==> config.mk <==
export PLATFORM = sky130hd
export DESIGN_NAME = sdram_seq_ctrl
export DESIGN_NICKNAME = d
export VERILOG_FILES = /design/src/rtl/sdram_seq_pkg.sv /design/src/rtl/sdram_refresh_timer.sv /design/src/rtl/sdram_beat_track.sv /design/src/rtl/sdram_seq_ctrl.sv
export SDC_FILE = /design/constraint.sdc
export NUM_CORES = 1
export LEC_CHECK = 0
export ABC_AREA = 1
export BUFFER_PORTS_ARGS = -buffer_cell sky130_fd_sc_hd__buf_2
export CAP_MARGIN = 20
export CORE_MARGIN = 10
export CORE_UTILIZATION = 33
export CTS_BUF_LIST = sky130_fd_sc_hd__clkbuf_8 sky130_fd_sc_hd__clkbuf_16
export CTS_CLUSTER_DIAMETER = 200
export DETAILED_ROUTE_END_ITERATION = 8
export GPL_TIMING_DRIVEN = 0
export SYNTH_ARGS = -nofsm -noshare
export SYNTH_HDL_FRONTEND = slang
export SYNTH_HIERARCHICAL = 1
export SYNTH_SLANG_ARGS = --single-unit
==> constraint.sdc <==
create_clock -name clk -period 4.8 [get_ports clk]
set_input_delay 0 -clock clk [delete_from_list [all_inputs] [get_ports clk]]
set_output_delay 0 -clock clk [all_outputs]
set_load 0.1 [all_outputs]
==> src/rtl/sdram_seq_pkg.sv <==
package sdram_seq_pkg;

    // {cs_n, ras_n, cas_n, we_n}
    typedef enum logic [3:0] {
        CMD_MODE = 4'b0000,
        CMD_REF  = 4'b0001,
        CMD_PRE  = 4'b0010,
        CMD_ACT  = 4'b0011,
        CMD_WR   = 4'b0100,
        CMD_RD   = 4'b0101,
        CMD_NOP  = 4'b0111
    } sd_cmd_e;

    typedef enum logic [3:0] {
        ST_WAIT,
        ST_BOOT_PRE,
        ST_BOOT_REF1,
        ST_BOOT_REF2,
        ST_BOOT_MODE,
        ST_IDLE,
        ST_OPEN,
        ST_ACCESS,
        ST_CLOSE,
        ST_REFRESH,
        ST_SR_ENTER,
        ST_SR_HOLD,
        ST_SR_EXIT
    } ctl_state_e;

    localparam int AP_BIT  = 10;  // auto-precharge / all-banks address bit
    localparam int CL_LSB  = 4;   // latency field of the mode word
    localparam int MAX_CL  = 3;

    function automatic logic [2:0] cl_code(input logic cas3);
        return cas3 ? 3'd3 : 3'd2;
    endfunction

endpackage

==> src/rtl/sdram_refresh_timer.sv <==
module sdram_refresh_timer #(
    parameter int REFI_CYC = 1953
) (
    input  logic clk,
    input  logic rst,
    input  logic en,
    input  logic ack,
    output logic due
);
    localparam int CW = $clog2(REFI_CYC + 1);

    logic [CW-1:0] tick;

    always_ff @(posedge clk) begin
        if (rst || !en) begin
            tick <= '0;
            due  <= 1'b0;
        end else if (tick == CW'(REFI_CYC - 1)) begin
            tick <= '0;
            due  <= 1'b1;
        end else begin
            tick <= tick + 1'b1;
            if (ack) due <= 1'b0;
        end
    end
endmodule

==> src/rtl/sdram_beat_track.sv <==
module sdram_beat_track
    import sdram_seq_pkg::*;
#(
    parameter int DATA_W = 16
) (
    input  logic              clk,
    input  logic              rst,
    input  logic              rd_fire,
    input  logic              wr_fire,
    input  logic              cas3,
    input  logic [DATA_W-1:0] dq_in,
    output logic [DATA_W-1:0] rd_data,
    output logic              beat_done
);
    logic [MAX_CL-1:0] rd_pipe;
    logic              capture;

    assign capture = cas3 ? rd_pipe[MAX_CL-1] : rd_pipe[MAX_CL-2];

    always_ff @(posedge clk) begin
        if (rst) begin
            rd_pipe   <= '0;
            rd_data   <= '0;
            beat_done <= 1'b0;
        end else begin
            rd_pipe   <= {rd_pipe[MAX_CL-2:0], rd_fire};
            beat_done <= capture | wr_fire;
            if (capture) rd_data <= dq_in;
        end
    end
endmodule

==> src/rtl/sdram_seq_ctrl.sv <==
module sdram_seq_ctrl
    import sdram_seq_pkg::*;
#(
    parameter int ROW_W    = 12,
    parameter int COL_W    = 8,
    parameter int DATA_W   = 16,
    parameter int CLK_NS   = 8,
    parameter int INIT_US  = 100,
    parameter int REF_ROWS = 4096,
    parameter int REF_MS   = 64,
    parameter int INIT_CYC = INIT_US * 1000 / CLK_NS,
    parameter int REFI_CYC = REF_MS * 1000000 / REF_ROWS / CLK_NS,
    parameter int T_RCD    = 3,
    parameter int T_RP     = 3,
    parameter int T_RFC    = 9,
    parameter int T_MRD    = 2,
    parameter int T_WR     = 2
) (
    input  logic                  clk,
    input  logic                  rst,
    input  logic                  cfg_cas3,
    input  logic                  req_valid,
    input  logic                  req_write,
    input  logic                  req_autopre,
    input  logic [1:0]            req_bank,
    input  logic [ROW_W-1:0]      req_row,
    input  logic [COL_W-1:0]      req_col,
    input  logic [DATA_W-1:0]     req_wdata,
    input  logic [DATA_W/8-1:0]   req_be,
    output logic                  req_ready,
    output logic                  done,
    output logic [DATA_W-1:0]     rd_data,
    input  logic                  selfref_req,
    output logic                  sd_cke,
    output logic                  sd_cs_n,
    output logic                  sd_ras_n,
    output logic                  sd_cas_n,
    output logic                  sd_we_n,
    output logic [1:0]            sd_ba,
    output logic [ROW_W-1:0]      sd_addr,
    output logic [DATA_W/8-1:0]   sd_dqm,
    output logic [DATA_W-1:0]     sd_dq_out,
    output logic                  sd_dq_oe,
    input  logic [DATA_W-1:0]     sd_dq_in
);
    localparam int MASK_W = DATA_W / 8;
    localparam int CNT_W  = $clog2(INIT_CYC + T_RFC + T_WR + T_RP + T_RCD + T_MRD + MAX_CL + 2);

    typedef struct packed {
        logic              write;
        logic              autopre;
        logic [1:0]        bank;
        logic [ROW_W-1:0]  row;
        logic [COL_W-1:0]  col;
        logic [DATA_W-1:0] wdata;
        logic [MASK_W-1:0] be;
    } access_t;

    ctl_state_e        state, resume;
    logic [CNT_W-1:0]  wait_cnt;
    access_t           cur;
    logic              cas3_q, booted;

    sd_cmd_e           cmd;
    logic              cke_c, issue, ref_ack, ref_due, sr_active;
    logic [1:0]        ba_c;
    logic [ROW_W-1:0]  addr_c;
    logic [CNT_W-1:0]  gap;
    ctl_state_e        after;
    logic [CNT_W-1:0]  cl_cyc;

    assign cl_cyc = cas3_q ? CNT_W'(3) : CNT_W'(2);

    always_comb begin
        cmd     = CMD_NOP;
        cke_c   = 1'b1;
        ba_c    = '0;
        addr_c  = '0;
        issue   = 1'b0;
        ref_ack = 1'b0;
        gap     = CNT_W'(1);
        after   = ST_IDLE;
        unique case (state)
            ST_BOOT_PRE: begin
                cmd = CMD_PRE; addr_c[AP_BIT] = 1'b1;
                issue = 1'b1; gap = CNT_W'(T_RP); after = ST_BOOT_REF1;
            end
            ST_BOOT_REF1: begin
                cmd = CMD_REF; issue = 1'b1; gap = CNT_W'(T_RFC); after = ST_BOOT_REF2;
            end
            ST_BOOT_REF2: begin
                cmd = CMD_REF; issue = 1'b1; gap = CNT_W'(T_RFC); after = ST_BOOT_MODE;
            end
            ST_BOOT_MODE: begin
                cmd = CMD_MODE; addr_c[CL_LSB +: 3] = cl_code(cfg_cas3);
                issue = 1'b1; gap = CNT_W'(T_MRD); after = ST_IDLE;
            end
            ST_REFRESH: begin
                cmd = CMD_REF; ref_ack = 1'b1;
                issue = 1'b1; gap = CNT_W'(T_RFC); after = ST_IDLE;
            end
            ST_OPEN: begin
                cmd = CMD_ACT; ba_c = cur.bank; addr_c = cur.row;
                issue = 1'b1; gap = CNT_W'(T_RCD); after = ST_ACCESS;
            end
            ST_ACCESS: begin
                cmd = cur.write ? CMD_WR : CMD_RD;
                ba_c = cur.bank;
                addr_c[COL_W-1:0] = cur.col;
                addr_c[AP_BIT] = cur.autopre;
                issue = 1'b1;
                after = cur.autopre ? ST_IDLE : ST_CLOSE;
                if (cur.write) gap = cur.autopre ? CNT_W'(T_WR + T_RP) : CNT_W'(T_WR);
                else           gap = cur.autopre ? cl_cyc + CNT_W'(T_RP) : cl_cyc;
            end
            ST_CLOSE: begin
                cmd = CMD_PRE; ba_c = cur.bank;
                issue = 1'b1; gap = CNT_W'(T_RP); after = ST_IDLE;
            end
            ST_SR_ENTER: begin
                cmd = CMD_REF; cke_c = 1'b0;
                issue = 1'b1; after = ST_SR_HOLD;
            end
            ST_SR_HOLD: cke_c = 1'b0;
            ST_SR_EXIT: begin
                issue = 1'b1; gap = CNT_W'(T_RFC); after = ST_IDLE;
            end
            default: ;
        endcase
    end

    always_ff @(posedge clk) begin
        if (rst) begin
            state    <= ST_WAIT;
            resume   <= ST_BOOT_PRE;
            wait_cnt <= CNT_W'(INIT_CYC);
            cur      <= '0;
            cas3_q   <= 1'b0;
            booted   <= 1'b0;
        end else begin
            if (state == ST_BOOT_MODE) begin
                cas3_q <= cfg_cas3;
                booted <= 1'b1;
            end
            if (issue) begin
                if (gap <= CNT_W'(1)) begin
                    state <= after;
                end else begin
                    state    <= ST_WAIT;
                    resume   <= after;
                    wait_cnt <= gap - 1'b1;
                end
            end else begin
                unique case (state)
                    ST_WAIT: begin
                        wait_cnt <= wait_cnt - 1'b1;
                        if (wait_cnt <= CNT_W'(1)) state <= resume;
                    end
                    ST_IDLE: begin
                        if (ref_due)          state <= ST_REFRESH;
                        else if (selfref_req) state <= ST_SR_ENTER;
                        else if (req_valid) begin
                            cur   <= '{req_write, req_autopre, req_bank, req_row,
                                       req_col, req_wdata, req_be};
                            state <= ST_OPEN;
                        end
                    end
                    ST_SR_HOLD: if (!selfref_req) state <= ST_SR_EXIT;
                    default: ;
                endcase
            end
        end
    end

    assign sr_active = (state == ST_SR_ENTER) || (state == ST_SR_HOLD) || (state == ST_SR_EXIT);

    sdram_refresh_timer #(.REFI_CYC(REFI_CYC)) refresh_i (
        .clk (clk),
        .rst (rst),
        .en  (booted && !sr_active),
        .ack (ref_ack),
        .due (ref_due)
    );

    sdram_beat_track #(.DATA_W(DATA_W)) beat_i (
        .clk       (clk),
        .rst       (rst),
        .rd_fire   (state == ST_ACCESS && !cur.write),
        .wr_fire   (state == ST_ACCESS && cur.write),
        .cas3      (cas3_q),
        .dq_in     (sd_dq_in),
        .rd_data   (rd_data),
        .beat_done (done)
    );

    assign req_ready = (state == ST_IDLE) && !ref_due && !selfref_req;
    assign {sd_cs_n, sd_ras_n, sd_cas_n, sd_we_n} = cmd;
    assign sd_cke    = cke_c;
    assign sd_ba     = ba_c;
    assign sd_addr   = addr_c;
    assign sd_dq_oe  = (state == ST_ACCESS) && cur.write;
    assign sd_dq_out = cur.wdata;
    assign sd_dqm    = sd_dq_oe ? ~cur.be : '0;
endmodule

==> results of run 1 <==
-- kinds of logic after synthesis --
group,Yosys count
buffers and inverters,126
AND/OR/NAND/NOR,435
adder cells (fa/ha/maj),8
flip-flops,98
other,1
AO/OA/AOI/OAI,88
XOR/XNOR,11
-- synth_stat cells (all sizes together) --
| library cell | instances |
|---|---|
| buf | 36 |
| ha | 8 |
| o21ai | 62 |
| a221o | 1 |
| nor3 | 3 |
| conb | 1 |
| nand3 | 52 |
| nand3b | 5 |
| dfxtp | 98 |
| xor2 | 5 |
| a211o | 1 |
| clkbuf | 6 |
| a21oi | 14 |
| clkinv | 4 |
| xnor2 | 6 |
| nand4 | 5 |
| nand2 | 166 |
| or2 | 2 |
| inv | 80 |
| a21boi | 3 |
| a22o | 6 |
| o2111ai | 1 |
| nor2 | 202 |
-- final cells by class --
class	instances	area [um2]	area share, %
clock inverter	5	45.0	0.659
buffer	42	299	4.37
multi-input combinational	543	2540	37.2
timing repair buffer	177	1190	17.4
sequential	98	1960	28.7
clock buffer	11	253	3.70
tap	188	235	3.44
inverter	84	315	4.61
-- through the flow --
| step | power, mW | hold slack, ns | std cells | util (%) | instance area [um2] |
|---|---|---|---|---|---|
| global route | 3.58 | 0.254 | 1148 | 45.0 | 6840 |
| floorplan | 2.24 | 0.0691 | 767 | - | 5120 |
| finish | 3.31 | 0.193 | 1148 | 45.0 | 6840 |
| CTS | 3.34 | 0.181 | 1148 | 45.0 | 6840 |
| detailed placement | 2.56 | 0.227 | 1072 | 39.1 | 5940 |
| global placement | 2.56 | 0.221 | 1072 | 39.1 | 5940 |
-- state kept, by name (all words and copies together), names as in the netlist --
register / cells
beat_i/beat_done: 1
beat_i/rd_data: 16
beat_i/rd_pipe: 3
booted: 1
cas3_q: 1
cur: 26
refresh_i/due: 1
refresh_i/tick: 11
resume: 4
sd_dq_out: 16
state: 4
wait_cnt: 14
-- final timing paths --
path / from / endpoint / slack, ns
max: cas3_q$_SDFFE_PP0P_ / wait_cnt[11]$_SDFFE_PP0P_ / 2.19
min: selfref_req / state[3]$_SDFFE_PP0P_ / 0.19
max reg2reg: cas3_q$_SDFFE_PP0P_ / wait_cnt[11]$_SDFFE_PP0P_ / 2.19
min reg2reg: beat_i/rd_pipe[0]$_SDFF_PP0_ / beat_i/rd_pipe[1]$_SDFF_PP0_ / 0.40
-- power by group through the flow --
stage               Combinational [mW]  Sequential [mW]  Clock (mW)
floorplan                         1.25            0.993           0
global placement                  1.56            0.998           0
detailed placement                1.57            0.998           0
CTS                               1.61            0.980       0.752
global route                      1.81            0.993       0.782
finish                            1.60            0.981       0.723
-- worst max-delay path: cells and delay by family, from the launching register on --
family | cells | cell delay, ns
buf+inv | 4 | 0.35
fa+ha+maj | 2 | 0.48
simple gates | 9 | 0.85
compound gates | 2 | 0.37
flops | 1 | 0.47
-- what timing repair did --
item                                   4_1_cts  5_1_grt
setup buffers                                0        0
hold buffers                                60        0
endpoints found under the hold margin       63        0
-- metal layers --
layer | up-vias | GRT usage [%] | wire length [um]
met5 | - | 0 | 0
li1 | 2760 | - | -
met4 | 0 | 4.79 | 205
met2 | 125 | 24.3 | 7090
met1 | 2321 | 18.0 | 6820
met3 | 15 | 5.64 | 1120
==> run_summary.xml, run 1 <==
<?xml version="1.0" encoding="UTF-8"?>
<metrics>
  <group name="outcome">
    <metric name="run_status" unit="">finished clean</metric>
  </group>
  <group name="clock_network">
    <metric name="tritoncts" unit="">yes</metric>
    <metric name="cts-buffers-inserted" unit="">9</metric>
    <metric name="cts-resized-gates" unit="">0</metric>
    <metric name="cts-root-buf" unit="">clkbuf_16</metric>
    <metric name="cts.clk_slew.worst_paths" unit="ns">0.07</metric>
    <metric name="ctsHtreeMaxLevel" unit="">3</metric>
    <metric name="worst_skew_pair.late_latency" unit="ns">0.35</metric>
    <metric name="cts_num_sinks" unit="">98</metric>
    <metric name="max-clock-path-buffers" unit="">2</metric>
  </group>
  <group name="timing">
    <metric name="fin_setup_tns" unit="ns">0</metric>
    <metric name="hold_viol_final" unit="">0</metric>
    <metric name="finalSetupViolations" unit="">0</metric>
    <metric name="fin_crit_sh" unit="%">54.4</metric>
    <metric name="fin_ws" unit="ns">2.19</metric>
    <metric name="slew-limit-headroom" unit="%">56.2</metric>
    <metric name="period_needed" unit="ns">2.61</metric>
    <metric name="maxClockFrequency" unit="MHz">383</metric>
    <metric name="grt_setup_unrepaired" unit="">false</metric>
    <metric name="final-max-slew-violation-count" unit="">0</metric>
    <metric name="skew" unit="ns">0.00892</metric>
    <metric name="timing_worst_slew_pin_value" unit="ns">0.654</metric>
  </group>
  <group name="synth">
    <metric name="flip_flop_and_latch_count_after_synthesis" unit="">98</metric>
    <metric name="synth.top_cell.area_share" unit="%">38.3</metric>
    <metric name="synth_fa_ha_area_share" unit="%">1.96</metric>
    <metric name="muxShareOfSynthArea" unit="%">0</metric>
    <metric name="synth-simple-area-share" unit="%">35.9</metric>
    <metric name="main_combinational_cell_family_by_area_after_synthesis" unit="">simple AND/OR/NAND/NOR gates</metric>
    <metric name="ys_warn_count" unit="">6</metric>
    <metric name="synthTopCellsByArea" unit="">dfxtp_1 38%, nor2_1 14%, nand2_1 11%</metric>
    <metric name="share_of_synthesized_area_occupied_by_flip_flops_and_latches" unit="%">38.3</metric>
    <metric name="yosys.area_share.xor_xnor" unit="%">1.88</metric>
    <metric name="synth_area" unit="um2">5120</metric>
    <metric name="postSynthCellCount" unit="">767</metric>
    <metric name="syn_avg_cell_area" unit="um2">6.67</metric>
    <metric name="synth_nets" unit="">838</metric>
    <metric name="yosys.area.top_type" unit="">dfxtp_1</metric>
    <metric name="complex_gate_fraction_of_the_synthesized_area" unit="%">9.81</metric>
    <metric name="yosysUniqueCellTypes" unit="">34</metric>
  </group>
  <group name="drt">
    <metric name="drt_pass1_iterations" unit="">4</metric>
    <metric name="routed_wl" unit="um">15200</metric>
    <metric name="drc" unit="">0</metric>
    <metric name="ant_nets" unit="">0</metric>
    <metric name="number_of_drc_markers_after_the_initial_detailed_route_iteration" unit="">264</metric>
    <metric name="routed_len_inst" unit="um">13.3</metric>
    <metric name="routed_via_density" unit="">4.55</metric>
    <metric name="via_count" unit="">5221</metric>
  </group>
  <group name="power">
    <metric name="leakage" unit="nW">3.40</metric>
    <metric name="ir_drop" unit="mV">0.435</metric>
    <metric name="seq_power_share" unit="%">29.7</metric>
    <metric name="p_switching" unit="mW">1.52</metric>
    <metric name="internal_power" unit="mW">1.79</metric>
    <metric name="powerDensity" unit="nW/um2">484</metric>
    <metric name="swShare" unit="%">45.9</metric>
    <metric name="power.share.clock" unit="%">21.8</metric>
    <metric name="p_comb_share" unit="%">48.5</metric>
  </group>
  <group name="setup_path">
    <metric name="timing.critical_path.slowest_stage_cell" unit="">dfxtp_1</metric>
    <metric name="worstSetupStartpointType" unit="">register</metric>
    <metric name="worstPathMaxFanout" unit="">10</metric>
    <metric name="worst_r2r_path_depth" unit="">17</metric>
    <metric name="endpoint_kind" unit="">register</metric>
    <metric name="worst_path_max_stage_delay" unit="ns">0.47</metric>
    <metric name="cp.arrival" unit="ns">2.86</metric>
    <metric name="worst_ep_required_time" unit="ns">5.05</metric>
    <metric name="list_of_cells_traversed_by_the_critical_path" unit="">inv_1 &gt; ha_1 &gt; nand2_1 &gt; o21ai_0 &gt; o21ai_1 &gt; inv_1 &gt; ha_1 &gt; or2_2 &gt; nand2_1 &gt; inv_2 &gt; nand2_2 &gt; nand2_4 &gt; nand2_4 &gt; buf_6 &gt; nand2_2 &gt; nor2_1 &gt; nor2_1</metric>
    <metric name="startpoint_to_endpoint_class_of_the_critical_path" unit="">reg -&gt; reg</metric>
  </group>
  <group name="placed_design">
    <metric name="dp.final_hpwl" unit="um">11000</metric>
    <metric name="dp_worst_setup_slack" unit="ns">2.20</metric>
    <metric name="routabilityCongestion" unit="">0.886</metric>
    <metric name="port-buffer-count" unit="">117</metric>
  </group>
  <group name="cells_and_area">
    <metric name="layout.cells.most_common" unit="">nor2_1</metric>
    <metric name="final_net_count" unit="">1026</metric>
    <metric name="most-common-layout-cells" unit="">191 x nor2_1, 151 x nand2_1, 125 x buf_2</metric>
    <metric name="layout.filler_cells" unit="">1557</metric>
    <metric name="diodes" unit="">0</metric>
    <metric name="layout_cells_sized_above_1" unit="%">22.3</metric>
    <metric name="area.growth.synth_to_final" unit="%">33.6</metric>
  </group>
  <group name="global_route">
    <metric name="grt_remaining_overflow" unit="">0</metric>
    <metric name="grt.total_usage" unit="%">15.0</metric>
    <metric name="antenna_violations_before_repair" unit="">0</metric>
    <metric name="grt_first_pass_wirelength" unit="um">25400</metric>
    <metric name="grt_start_max_net_pins" unit="">18</metric>
    <metric name="grt_pass1_vias" unit="">5112</metric>
  </group>
  <group name="floorplanning">
    <metric name="floorplan.die.width" unit="um">145</metric>
    <metric name="row_count" unit="">45</metric>
    <metric name="placeableCoreArea" unit="um2">15200</metric>
    <metric name="design.die.area" unit="um2">20900</metric>
    <metric name="floorplan.initialDensity" unit="%">33.7</metric>
    <metric name="die_h" unit="um">145</metric>
    <metric name="boundaryPins" unit="">119</metric>
  </group>
  <group name="flow_run">
    <metric name="cap_violations" unit="">0</metric>
  </group>
  <group name="worst_hold_path">
    <metric name="cell_depth_of_the_worst_min_delay_path" unit="">7</metric>
    <metric name="hp-class" unit="">in -&gt; reg</metric>
  </group>
</metrics>
Power figures use the tool's default switching activity.
==> run 2: changes to the inputs <==
clock period = 2.7 ns   (was 4.8 ns; I/O delays follow)
==> run 2 against run 1 <==
Clock power is 74% higher. Fmax grew 6.1%. Sequential share of layout area shrank 0.11 points. First-iteration DRC count fell by 1.1%. Clock-buffer cell count unchanged. Setup slack lost 2.0 ns. Core utilization increased by 0.21 points. Highest routed layer unchanged.
==> run_summary.xml, run 2 (synthesis results as in run 1) <==
<?xml version="1.0" encoding="UTF-8"?>
<metrics>
  <group name="outcome">
    <metric name="run_status" unit="">finished clean</metric>
  </group>
  <group name="drt">
    <metric name="routed_len_inst" unit="um">12.9</metric>
    <metric name="via_count" unit="">5188</metric>
    <metric name="routed_wl" unit="um">14900</metric>
    <metric name="number_of_drc_markers_after_the_initial_detailed_route_iteration" unit="">261</metric>
    <metric name="routed_via_density" unit="">4.52</metric>
    <metric name="ant_nets" unit="">0</metric>
    <metric name="drc" unit="">0</metric>
    <metric name="drt_pass1_iterations" unit="">4</metric>
  </group>
  <group name="power">
    <metric name="ir_drop" unit="mV">0.409</metric>
    <metric name="powerDensity" unit="nW/um2">856</metric>
    <metric name="total_power" unit="mW">5.88</metric>
    <metric name="leakage" unit="nW">3.40</metric>
  </group>
  <group name="placed_design">
    <metric name="routabilityCongestion" unit="">0.897</metric>
    <metric name="dp_worst_setup_slack" unit="ns">0.0893</metric>
    <metric name="dp.final_hpwl" unit="um">11000</metric>
    <metric name="port-buffer-count" unit="">117</metric>
    <metric name="placed_cell_area" unit="um2">5950</metric>
    <metric name="placed_cells" unit="">1072</metric>
  </group>
  <group name="cells_and_area">
    <metric name="utilization_of_the_core_after_routing" unit="%">45.2</metric>
    <metric name="postLayoutCellArea" unit="um2">6870</metric>
    <metric name="area.growth.synth_to_final" unit="%">34.2</metric>
    <metric name="layout.filler_cells" unit="">1579</metric>
    <metric name="layout_cells_sized_above_1" unit="%">23.0</metric>
    <metric name="final_net_count" unit="">1026</metric>
    <metric name="layout.cells.most_common" unit="">nor2_1</metric>
    <metric name="max_flop_register" unit="">cur</metric>
    <metric name="max_ffs_per_register" unit="">26</metric>
    <metric name="finish.cell_count_without_fillers" unit="">1149</metric>
    <metric name="most-common-layout-cells" unit="">190 x nor2_1, 150 x nand2_1, 125 x buf_2</metric>
  </group>
  <group name="global_route">
    <metric name="grt_remaining_overflow" unit="">0</metric>
    <metric name="grt_start_max_net_pins" unit="">17</metric>
    <metric name="grt.total_usage" unit="%">14.5</metric>
    <metric name="grt_first_pass_wirelength" unit="um">24700</metric>
    <metric name="antenna_violations_before_repair" unit="">1</metric>
    <metric name="grt_pass1_vias" unit="">5042</metric>
  </group>
  <group name="clock_network">
    <metric name="cts_num_sinks" unit="">98</metric>
    <metric name="cts.clk_slew.worst_paths" unit="ns">0.07</metric>
    <metric name="ctsHtreeMaxLevel" unit="">3</metric>
    <metric name="post-cts-setup-buffer-count" unit="">0</metric>
    <metric name="cts-buffers-inserted" unit="">9</metric>
    <metric name="cts-root-buf" unit="">clkbuf_16</metric>
    <metric name="max-clock-path-buffers" unit="">2</metric>
    <metric name="worst_skew_pair.late_latency" unit="ns">0.35</metric>
    <metric name="tritoncts" unit="">yes</metric>
  </group>
  <group name="setup_path">
    <metric name="list_of_cells_traversed_by_the_critical_path" unit="">inv_2 &gt; nor2_4 &gt; nand2_4 &gt; o21ai_1 &gt; nor2_1 &gt; ha_1 &gt; or2_2 &gt; nand2_1 &gt; inv_2 &gt; nand2_2 &gt; nand2_4 &gt; nand2_4 &gt; buf_6 &gt; nand2_2 &gt; nor2_1 &gt; nor2_1</metric>
    <metric name="worst_path_max_stage_delay" unit="ns">0.47</metric>
    <metric name="crit_family" unit="">simple AND/OR/NAND/NOR gates</metric>
    <metric name="startpoint_to_endpoint_class_of_the_critical_path" unit="">reg -&gt; reg</metric>
    <metric name="reg2reg_slack" unit="ns">0.24</metric>
    <metric name="worst_reg2reg_startpoint" unit="">state[2]$_SDFFE_PP0P_</metric>
    <metric name="endpoint_kind" unit="">register</metric>
    <metric name="worstPathMaxFanout" unit="">10</metric>
    <metric name="critical_path.reg2reg.endpoint" unit="">wait_cnt[11]$_SDFFE_PP0P_</metric>
    <metric name="worstSetupStartpointType" unit="">register</metric>
    <metric name="cp.arrival" unit="ns">2.71</metric>
    <metric name="timing.critical_path.slowest_stage_cell" unit="">dfxtp_1</metric>
    <metric name="sum_of_buffers_and_inverters_on_the_critical_path" unit="">3</metric>
    <metric name="worst_r2r_path_depth" unit="">16</metric>
    <metric name="worst_ep_required_time" unit="ns">2.95</metric>
  </group>
  <group name="timing">
    <metric name="fin_crit_sh" unit="%">91.2</metric>
    <metric name="fin_setup_tns" unit="ns">0</metric>
    <metric name="finalSetupViolations" unit="">0</metric>
    <metric name="timing_worst_slew_pin_value" unit="ns">0.656</metric>
    <metric name="fin_ws" unit="ns">0.238</metric>
    <metric name="grt_setup_unrepaired" unit="">false</metric>
    <metric name="final-max-slew-violation-count" unit="">0</metric>
    <metric name="finalHoldWorstSlack" unit="ns">0.211</metric>
    <metric name="skew" unit="ns">0.00743</metric>
    <metric name="hold_viol_final" unit="">0</metric>
    <metric name="period_needed" unit="ns">2.46</metric>
    <metric name="maxClockFrequency" unit="MHz">406</metric>
    <metric name="slew-limit-headroom" unit="%">56.1</metric>
  </group>
  <group name="worst_hold_path">
    <metric name="timing.hold.worst.start" unit="">selfref_req</metric>
    <metric name="min_to" unit="">state[3]$_SDFFE_PP0P_</metric>
    <metric name="hp-class" unit="">in -&gt; reg</metric>
    <metric name="cell_depth_of_the_worst_min_delay_path" unit="">7</metric>
  </group>
  <group name="floorplanning">
    <metric name="boundaryPins" unit="">119</metric>
    <metric name="floorplan.initialDensity" unit="%">33.7</metric>
    <metric name="row_count" unit="">45</metric>
    <metric name="floorplan.die.width" unit="um">145</metric>
    <metric name="die_h" unit="um">145</metric>
    <metric name="placeableCoreArea" unit="um2">15200</metric>
    <metric name="design.die.area" unit="um2">20900</metric>
  </group>
  <group name="flow_run">
    <metric name="cap_violations" unit="">0</metric>
  </group>
</metrics>
## run 2: worst register-to-register path, cell delays in order (launching register included)
cell     delay (ns)
dfxtp_1        0.47
inv_2          0.11
nor2_4         0.20
nand2_4        0.14
o21ai_1        0.15
nor2_1         0.10
ha_1           0.22
or2_2          0.28
nand2_1        0.10
inv_2          0.04
nand2_2        0.07
nand2_4        0.08
nand2_4        0.09
buf_6          0.15
nand2_2        0.05
nor2_1         0.08
nor2_1         0.04
## run 2: cell type report
type | instances | area [um2] | area share [%]
Clock buffer | 11 | 253 | 3.68
Buffer | 42 | 299 | 4.35
Tap cell | 188 | 235 | 3.43
Antenna cell | 1 | 2.50 | 0.0364
Multi-Input combinational cell | 543 | 2580 | 37.5
Sequential cell | 98 | 1960 | 28.6
Clock inverter | 5 | 36.3 | 0.528
Timing Repair Buffer | 177 | 1190 | 17.3
Inverter | 84 | 315 | 4.59
## run 2: what timing repair did
item	in CTS	in global routing
hold buffers	60	0
resized for setup	0	9
endpoints found under the hold margin	63	0
endpoints found under the setup margin	0	21
## run 2: worst max-delay path by stage
stage                                     end  depth (start not counted)  slack, ns                  start
global route        wait_cnt[11]$_SDFFE_PP0P_                         16       0.02  state[2]$_SDFFE_PP0P_
floorplan                            sd_ba[0]                          6      -0.36  state[1]$_SDFFE_PP0P_
finish              wait_cnt[11]$_SDFFE_PP0P_                         16       0.24  state[2]$_SDFFE_PP0P_
CTS                 wait_cnt[11]$_SDFFE_PP0P_                         17       0.06    cas3_q$_SDFFE_PP0P_
detailed placement  wait_cnt[11]$_SDFFE_PP0P_                         17       0.09    cas3_q$_SDFFE_PP0P_
global placement    wait_cnt[11]$_SDFFE_PP0P_                         17        0.1    cas3_q$_SDFFE_PP0P_
## run 2: layer usage
metal  up-vias  global-route usage (%)  wire length (um)  share of wire, %
li1       2744                       -                 -                 -
met1      2312                    17.8              6790                46
met2       115                    22.8              6710                45
met3        17                    5.48              1140               7.7
met4         0                    4.84               226               1.5
met5         -                       0                 0                 0
## run 2: power by group
group,switching (mW),leakage (nW),internal (mW)
combinational,1.98,2.47,0.893
clock,0.579,0.134,0.677
sequential,0.144,0.795,1.61
total,2.70,3.40,3.18
